==> src/rtl/itap_pkg.sv <==
package itap_pkg;
  localparam int IDX_W    = 8;
  localparam int SEL_W    = 4;
  localparam int SEL_LSB  = 16;
  localparam int AINC_BIT = 31;
  localparam int SRV_LSB  = 32;
  localparam int SRV_W    = 16;
  localparam int PRI_LSB  = 8;
  localparam int PRI_W    = 8;
  localparam int NODE_LSB = 20;
  localparam int NODE_W   = 4;
  localparam int SRVO_W   = SRV_W - 2;

  typedef enum logic [SEL_W-1:0] {
    TBL_GEN   = 4'd0,
    TBL_IVT   = 4'd1,
    TBL_STUBA = 4'd2,
    TBL_STUBB = 4'd3,
    TBL_WIN   = 4'd4
  } tbl_e;

  // Keep only the routing fields of an interrupt-vector entry
  function automatic logic [63:0] ivt_keep(input logic [63:0] d);
    logic [63:0] m;
    m = '0;
    m[SRV_LSB +: SRV_W]   = '1;
    m[PRI_LSB +: PRI_W]   = '1;
    m[NODE_LSB +: NODE_W] = '1;
    return d & m;
  endfunction

  function automatic logic [IDX_W-1:0] idx_advance(input logic [IDX_W-1:0] idx,
                                                   input logic [IDX_W-1:0] mask);
    return (idx + IDX_W'(1)) & mask;
  endfunction

  function automatic logic [63:0] addr_image(input logic [IDX_W-1:0] idx,
                                             input logic [SEL_W-1:0] tsel,
                                             input logic ainc);
    logic [63:0] v;
    v = '0;
    v[IDX_W-1:0]             = idx;
    v[SEL_LSB +: SEL_W]      = tsel;
    v[AINC_BIT]              = ainc;
    return v;
  endfunction
endpackage

==> src/rtl/itap_decode.sv <==
module itap_decode
  import itap_pkg::*;
#(
  parameter int GEN_DEPTH  = 8,
  parameter int IVT_DEPTH  = 8,
  parameter int STUB_DEPTH = 4,
  parameter int WIN_DEPTH  = 16
) (
  input  logic [SEL_W-1:0] tsel,
  output logic             known,
  output logic             hit_gen,
  output logic             hit_ivt,
  output logic             hit_win,
  output logic [IDX_W-1:0] mask
);
  always_comb begin
    known   = 1'b1;
    hit_gen = 1'b0;
    hit_ivt = 1'b0;
    hit_win = 1'b0;
    mask    = '0;
    case (tsel)
      TBL_GEN:   begin hit_gen = 1'b1; mask = IDX_W'(GEN_DEPTH - 1); end
      TBL_IVT:   begin hit_ivt = 1'b1; mask = IDX_W'(IVT_DEPTH - 1); end
      TBL_STUBA,
      TBL_STUBB: mask = IDX_W'(STUB_DEPTH - 1);
      TBL_WIN:   begin hit_win = 1'b1; mask = IDX_W'(WIN_DEPTH - 1); end
      default:   known = 1'b0;
    endcase
  end
endmodule

==> src/rtl/itap_bank.sv <==
module itap_bank #(
  parameter int DEPTH = 8,
  localparam int AW   = $clog2(DEPTH)
) (
  input  logic          clk,
  input  logic          rst_n,
  input  logic          we,
  input  logic [AW-1:0] idx,
  input  logic [63:0]   wdata,
  output logic [63:0]   rdata
);
  logic [63:0] mem [DEPTH];

  for (genvar g = 0; g < DEPTH; g++) begin : g_ent
    always_ff @(posedge clk) begin
      if (!rst_n)                        mem[g] <= '0;
      else if (we && idx == AW'(g))      mem[g] <= wdata;
    end
  end

  assign rdata = mem[idx];
endmodule

==> src/rtl/itap_top.sv <==
module itap_top
  import itap_pkg::*;
#(
  parameter int GEN_DEPTH  = 8,
  parameter int IVT_DEPTH  = 8,
  parameter int STUB_DEPTH = 4,
  parameter int WIN_DEPTH  = 16
) (
  input  logic              clk,
  input  logic              rst_n,
  input  logic              acc_en,
  input  logic              acc_wr,
  input  logic              acc_sel,
  input  logic [63:0]       acc_wdata,
  output logic [63:0]       acc_rdata,
  output logic              sel_err_o,
  output logic              ivt_upd_o,
  output logic [IDX_W-1:0]  ivt_idx_o,
  output logic [SRVO_W-1:0] ivt_server_o,
  output logic [PRI_W-1:0]  ivt_prio_o,
  output logic              win_upd_o,
  output logic [IDX_W-1:0]  win_idx_o
);
  localparam int GEN_AW = $clog2(GEN_DEPTH);
  localparam int IVT_AW = $clog2(IVT_DEPTH);
  localparam int WIN_AW = $clog2(WIN_DEPTH);

  logic [IDX_W-1:0] idx_q;
  logic [SEL_W-1:0] tsel_q;
  logic             ainc_q;

  logic             known, hit_gen, hit_ivt, hit_win;
  logic [IDX_W-1:0] mask, ent;
  logic [63:0]      gen_rd, ivt_rd, win_rd, tbl_rd, ivt_wd;

  // Named access events
  logic addr_acc, data_acc, data_ok, data_bad, wr_gen, wr_ivt, wr_win;

  assign addr_acc = acc_en && !acc_sel;
  assign data_acc = acc_en && acc_sel;
  assign data_ok  = data_acc && known;
  assign data_bad = data_acc && !known;
  assign wr_gen   = data_ok && acc_wr && hit_gen;
  assign wr_ivt   = data_ok && acc_wr && hit_ivt;
  assign wr_win   = data_ok && acc_wr && hit_win;
  assign ent      = idx_q & mask;
  assign ivt_wd   = ivt_keep(acc_wdata);

  itap_decode #(
    .GEN_DEPTH(GEN_DEPTH), .IVT_DEPTH(IVT_DEPTH),
    .STUB_DEPTH(STUB_DEPTH), .WIN_DEPTH(WIN_DEPTH)
  ) u_dec (
    .tsel(tsel_q), .known(known), .hit_gen(hit_gen),
    .hit_ivt(hit_ivt), .hit_win(hit_win), .mask(mask)
  );

  itap_bank #(.DEPTH(GEN_DEPTH)) u_gen (
    .clk(clk), .rst_n(rst_n), .we(wr_gen), .idx(ent[GEN_AW-1:0]),
    .wdata(acc_wdata), .rdata(gen_rd)
  );

  itap_bank #(.DEPTH(IVT_DEPTH)) u_ivt (
    .clk(clk), .rst_n(rst_n), .we(wr_ivt), .idx(ent[IVT_AW-1:0]),
    .wdata(ivt_wd), .rdata(ivt_rd)
  );

  itap_bank #(.DEPTH(WIN_DEPTH)) u_win (
    .clk(clk), .rst_n(rst_n), .we(wr_win), .idx(ent[WIN_AW-1:0]),
    .wdata(acc_wdata), .rdata(win_rd)
  );

  always_comb begin
    tbl_rd = '0;
    if (hit_gen)      tbl_rd = gen_rd;
    else if (hit_ivt) tbl_rd = ivt_rd;
    else if (hit_win) tbl_rd = win_rd;
  end

  // Address register
  always_ff @(posedge clk) begin
    if (!rst_n) begin
      idx_q  <= '0;
      tsel_q <= '0;
      ainc_q <= 1'b0;
    end else if (addr_acc && acc_wr) begin
      idx_q  <= acc_wdata[IDX_W-1:0];
      tsel_q <= acc_wdata[SEL_LSB +: SEL_W];
      ainc_q <= acc_wdata[AINC_BIT];
    end else if (data_ok && ainc_q) begin
      idx_q  <= idx_advance(idx_q, mask);
    end
  end

  // Read data, error and strobes
  always_ff @(posedge clk) begin
    if (!rst_n) begin
      acc_rdata    <= '0;
      sel_err_o    <= 1'b0;
      ivt_upd_o    <= 1'b0;
      ivt_idx_o    <= '0;
      ivt_server_o <= '0;
      ivt_prio_o   <= '0;
      win_upd_o    <= 1'b0;
      win_idx_o    <= '0;
    end else begin
      sel_err_o <= data_bad;
      ivt_upd_o <= wr_ivt;
      win_upd_o <= wr_win;
      if (acc_en && !acc_wr)
        acc_rdata <= acc_sel ? tbl_rd : addr_image(idx_q, tsel_q, ainc_q);
      if (wr_ivt) begin
        ivt_idx_o    <= ent;
        ivt_server_o <= acc_wdata[SRV_LSB+2 +: SRVO_W];
        ivt_prio_o   <= acc_wdata[PRI_LSB +: PRI_W];
      end
      if (wr_win)
        win_idx_o <= ent;
    end
  end

  // Assertions
  assert_err_keeps_index_R6: assert property (@(posedge clk) disable iff (!rst_n)
    data_bad |=> $stable(idx_q) && $stable(tsel_q));

  assert_err_after_access_R6: assert property (@(posedge clk) disable iff (!rst_n)
    sel_err_o |-> $past(acc_en) && $past(acc_sel));

  assert_no_inc_when_off_R4: assert property (@(posedge clk) disable iff (!rst_n)
    (data_acc && !ainc_q) |=> $stable(idx_q));

  assert_ivt_strobe_src_R8: assert property (@(posedge clk) disable iff (!rst_n)
    ivt_upd_o |-> $past(acc_en && acc_wr && acc_sel) && $past(tsel_q) == TBL_IVT);

  assert_win_strobe_src_R9: assert property (@(posedge clk) disable iff (!rst_n)
    win_upd_o |-> $past(acc_en && acc_wr && acc_sel) && $past(tsel_q) == TBL_WIN);

  assert_strobes_exclusive_R10: assert property (@(posedge clk) disable iff (!rst_n)
    $onehot0({ivt_upd_o, win_upd_o, sel_err_o}));
endmodule

==> config.mk <==
export PLATFORM = sky130hd
export DESIGN_NAME = itap_top
export DESIGN_NICKNAME = d
export VERILOG_FILES = /design/src/rtl/itap_pkg.sv /design/src/rtl/itap_decode.sv /design/src/rtl/itap_bank.sv /design/src/rtl/itap_top.sv
export SDC_FILE = /design/constraint.sdc
export NUM_CORES = 2
export LEC_CHECK = 0
export ABC_AREA = 1
export BUFFER_PORTS_ARGS = -buffer_cell sky130_fd_sc_hd__buf_2
export CAP_MARGIN = 20
export CORE_ASPECT_RATIO = 0.9
export CORE_MARGIN = 5
export CORE_UTILIZATION = 55
export DETAILED_ROUTE_END_ITERATION = 10
export PLACE_DENSITY = 0.76
export SLEW_MARGIN = 15
export SYNTH_ARGS = -nofsm -noshare
export SYNTH_HDL_FRONTEND = slang
export SYNTH_SLANG_ARGS = --single-unit
export TNS_END_PERCENT = 50
==> constraint.sdc <==
create_clock -name clk -period 17.7 [get_ports clk]
set_input_delay 3.54 -clock clk [delete_from_list [all_inputs] [get_ports clk]]
set_output_delay 3.54 -clock clk [all_outputs]
set_load 0.1 [all_outputs]
# After elaboration in Yosys (flattened, before gate mapping)
# Memory sizes are Yosys's and may differ from the RTL's.
# Cells that the tools add are included.
# word_totals
mem_bits_rw,1760
ff_bits,118
output_inout_bits,105
n_memories,3
in_bits,69
elab_cells,268
# mem_list
name,depth,width,read_ports,rd_ports_with_merged_regs,write_ports,line_no,text
u_win.mem,16,64,1,0,16,itap_bank.sv:12,logic [63:0] mem [DEPTH];
u_gen.mem,8,64,1,0,8,itap_bank.sv:12,
u_ivt.mem,8,28,1,0,8,itap_bank.sv:12,
# classes
n_eq_ne,26
n_addsub,1
mux,140
n_reduce_logical,53
bitwise_logic,34
# ops
op,n
$mux W64,28
$mux W28,8
$mux W1,101
$logic_and A1 B1 Y1,43
$eq A4 B4 Y1 const B,8
$or A1 B1 Y1,32
$eq A4 B3 Y1 const B,5
$and A8 B8 Y8,2
$eq A4 B2 Y1 const B,4
$mux W8,2
$eq A3 B3 Y1 const B,4
$pmux W4 S3,1
$add A8 B1 Y8 const B,1
$eq A4 B1 Y1 const B,2
$logic_not A4 Y1,2
$eq A3 B2 Y1 const B,2
$reduce_or A5 Y1,1
$reduce_or A2 Y1,2
$eq A3 B1 Y1 const B,1
$logic_not A1 Y1,3
$logic_not A3 Y1,1
$reduce_bool A2 Y1,1

# Longest topological paths before layout
# logic_depth
ltp_word,11
mapped_depth,20
depth_no_buf,18

# By module
# From an unflattened synthesis, not the netlist that was laid out.
# hier_totals
hier_cells,11476
area_unflattened_um2,100277.4
# by_module_without_submodules
mod,cells_per_inst,seq_area_each_um2,n_inst,area_per_inst_um2
itap_bank (u_win),5409,30749.5,1,47530.6
itap_bank (u_gen ...),2616,15374.7,2,23507.5
itap_top,812,2362.3,1,5614.1
itap_decode,23,0.0,1,117.6

# Worst setup path after synthesis
# Ideal clock, no wire load.
# synth_timing
path_type,input to register
start,input port acc_sel
end,"memory u_win.mem[0][0], enable pin"
t_arrival_ns,9.285
cell_stages,6
t_required_ns,17.119
setup_ns,0.581
slack_ns,7.833
path_buffers,2
cell_sequence,clkbuf_1 -> nand2_1 -> nor3_2 -> nand2_1 -> clkbuf_1 -> o31ai_1
# synth_lines
element,line_no,text
start: declaration,itap_top.sv:13,"input logic acc_sel,"
end: declaration,itap_bank.sv:12,

==> run_results.csv <==
group,metric,value,unit
status,outcome,"finished clean",
die,dieHeight,376,µm
sta,hold_viol,0,
sta,hold_ws,0.449,ns
sta,slew_headroom,0.187,
place,gp_congestion,0.870,
clocking,numCtsBuffers,184,
final_layout,final_nets,7765,
run,maxCapViolations,0,
global_route,grt_pass1_vias,59300,
routing,routed_wl,263000,µm
sta,layout_worst_path_cycle_share,0.435,
synth,ys_types,39,
sta,layout_min_cycle_time,7.70,ns
setup_path,startpoint_type,"primary input",
die,core-area,0.148,mm²
clocking,root_buffer,"clkbuf_16",
setup_path,cp-end-kind,"register",
routing,drtIter0Drc,11000,
clocking,cts.sinks,1870,
min_path,hold_class,"reg2reg",
final_layout,drive_above_1_share,0.110,
sta,rsz0062_at_grt,"no",
die,pin_count,174,
routing,drc,0,
routing,post_drt_wl_per_cell,26.7,µm
clocking,path_clk_slew,0.06,ns
synth,yosys_warnings,0,
setup_path,reg2reg_slack,11.27,ns
routing,ant_nets,0,
die,die_w,417,µm
clocking,postCtsHoldBufs,0,
min_path,hp-start,"ivt_idx_o[3]$_SDFFE_PN0P_",
sta,finClkSkew,0.0369,ns
power,irDropWorstVdd,120,µV
die,rows,134,
die,dieArea,0.157,mm²
place,hpwl,139000,µm
sta,finalSetupViolCount,0,
sta,slew_viol_final,0,
global_route,overflow,0,
synth,syn_inst,7856,
setup_path,cp_top_family,"buffers and inverters",
setup_path,critical_path_buf_inv_count,4,
synth,syn_area,0.0818,mm²
synth,ys_seq_elements,1870,
setup_path,crit_required,18.14,ns
setup_path,crit_path_max_incr_delay,0.92,ns
final_layout,area_growth,10.0,%
setup_path,cp_data_arrival_time,8.14,ns
setup_path,r2r_start,"tsel_q[0]$_SDFFE_PN0P_",
clocking,htree_levels,4,
clocking,post_cts_buffers,0,
routing,drt_first_pass_iters,7,
power,p_leak,35.3,nW
die,start_util,0.553,
clocking,ctsResizeCount,0,
clocking,cts_tree,"built",
routing,viasPerCell,6.29,
synth,syn_avg_cell_area,10.4,µm²
setup_path,timing.critical_path.from,"acc_sel",
synth,synth_top_area_share,0.646,
global_route,grt_max_degree,155,
synth,yosys-top-cells-area,"edfxtp_1, nor2_1, nand2_1",
sta,worst_pin_slew,1.22,ns
sta,max_freq,130,MHz
clocking,clk_latency,0.83,ns
synth,synth-seq-area-share,0.673,
setup_path,critPathMaxFanout,44,
final_layout,nFillCells,11400,
setup_path,crit_type,"in2reg",
global_route,grt_pass1_wl,382000,µm
power,cellPowerDensity,106,mW/mm²
global_route,grt.total_usage,0.327,
routing,num_vias,61800,
setup_path,critPathSlowestCell,"o21ai_4",
setup_path,crit_chain,"buf_2 > nand2_1 > nor3_2 > inv_2 > nor2_2 > inv_1 > o21ai_4 > buf_4",
synth,yosys.area.top_type,"edfxtp_1",
global_route,antenna_found_initial,7,
sta,fin_tns_setup,0,ns
place,port_buffers,165,
clocking,cts_buffer_depth,3,
## report_power, final
group / switching, mW / total, mW / internal [mW]
logic: 0.582 / 0.733 / 0.150
registers: 0.0453 / 5.02 / 4.97
clock network: 1.70 / 3.81 / 2.11
## tightest hold or removal path, delay by kind of cell (launching register included)
kind,cells,cell delay [ns]
AND/OR/NAND/NOR,2,0.09
flip-flops,1,0.32
## area by class of cell
type                            instances  area, µm²  area share
Timing Repair Buffer                  309       2070      0.0230
Clock buffer                          264       5140      0.0571
Tap cell                             1972       2470      0.0274
Sequential cell                      1870      55100       0.612
Multi-Input combinational cell       4887      22900       0.255
Antenna cell                            5       12.5    0.000139
Clock inverter                         76        647     0.00719
Inverter                              443       1680      0.0186
## cells by family after synthesis
family,Yosys count,synth area share
simple gates,3854,0.197
flops,1870,0.673
buf+inv,1106,0.0548
compound gates,1023,0.0751
xor+xnor,1,0.000107
fa+ha+maj,1,0.000153
other cells,1,0.0000458
## metal layers
metal | vias to the layer above | share of wire | GRT usage
met5 | - | 0.00018 | 0
li1 | 26200 | - | -
met3 | 906 | 0.15 | 0.0926
met1 | 29500 | 0.34 | 0.423
met4 | 8 | 0.066 | 0.182
met2 | 5152 | 0.45 | 0.501
## synthesized netlist by cell type
master and instances:
and2_1 1, nand2_2 4, buf_4 15, edfxtp_1 1760, nor3_1 21, nor3_2 1
a22oi_1 10, nand2_1 1059, nor2_4 5, nand3_2 18, o21ai_1 2, nand4_1 70
o211ai_1 24, nor2_8 1, o22a_1 43, ha_1 1, o2111ai_1 48, dfxtp_1 110
clkbuf_1 397, conb_1 1, buf_1 32, nor2_1 2179, or2_2 186, o21a_1 66
nand3b_1 110, o22ai_1 325, a31oi_1 6, o31ai_1 8, o21ai_0 296, nand4_2 7
nor2_2 6, nand2_4 9, xor2_1 1, inv_2 15, clkinv_1 4, nand3_1 177
inv_1 424, buf_2 219, a21oi_1 195
## registers in the layout (all words and copies together) (netlist names)
name and cells:
tsel_q 4, ivt_idx_o 4, u_ivt.mem 224, sel_err_o 1, ivt_server_o 14, u_win.mem 1024
acc_rdata 64, ivt_upd_o 1, ainc_q 1, idx_q 8, u_gen.mem 512, ivt_prio_o 8
win_idx_o 4, win_upd_o 1
## metrics by stage
| stage | worst slack (ns) | utilization | power [mW] | cells | cell area [µm²] |
|---|---|---|---|---|---|
| after floorplan | 7.83 | - | 5.56 | 7863 | 81800 |
| after detailed placement | 9.35 | 0.568 | 5.81 | 9478 | 84100 |
| after global routing | 10.02 | 0.608 | 9.80 | 9821 | 90000 |
| after global placement | 9.50 | 0.567 | 5.79 | 9473 | 84000 |
| final | 10.00 | 0.608 | 9.56 | 9826 | 90000 |
| after CTS | 10.21 | 0.607 | 9.53 | 9818 | 89900 |
## layout by cell type, fill, tap and decap left out, types with 10 or more instances in the layout
cell type and count:
nor2_1 2176, edfxtp_1 1760, nand2_1 1049, inv_1 422, o22ai_1 325, o21ai_0 278, a21oi_1 195, clkbuf_16 188
or2_2 186, nand3_1 176, buf_2 164, buf_4 133, nand3b_1 110, dfxtp_1 109, nand4_1 70, o21a_1 66
clkbuf_1 60, o2111ai_1 48, o22a_1 43, clkinv_1 29, clkinv_2 29, o211ai_1 24, nor3_1 21, nand3_4 18
nand2_4 18, inv_2 15, o21ai_4 14, clkbuf_8 14, a22oi_1 10
## worst paths after layout
path / cells past startpoint / end
setup reg to reg: 16 / acc_rdata[23]$_SDFFE_PN0P_
hold / removal: 2 / ivt_idx_o[3]$_SDFFE_PN0P_
hold reg to reg: 2 / ivt_idx_o[3]$_SDFFE_PN0P_
setup / recovery: 8 / u_gen.mem[2][11]$_SDFFCE_PN0P_
Note: power is estimated with default switching activity, not from simulation.
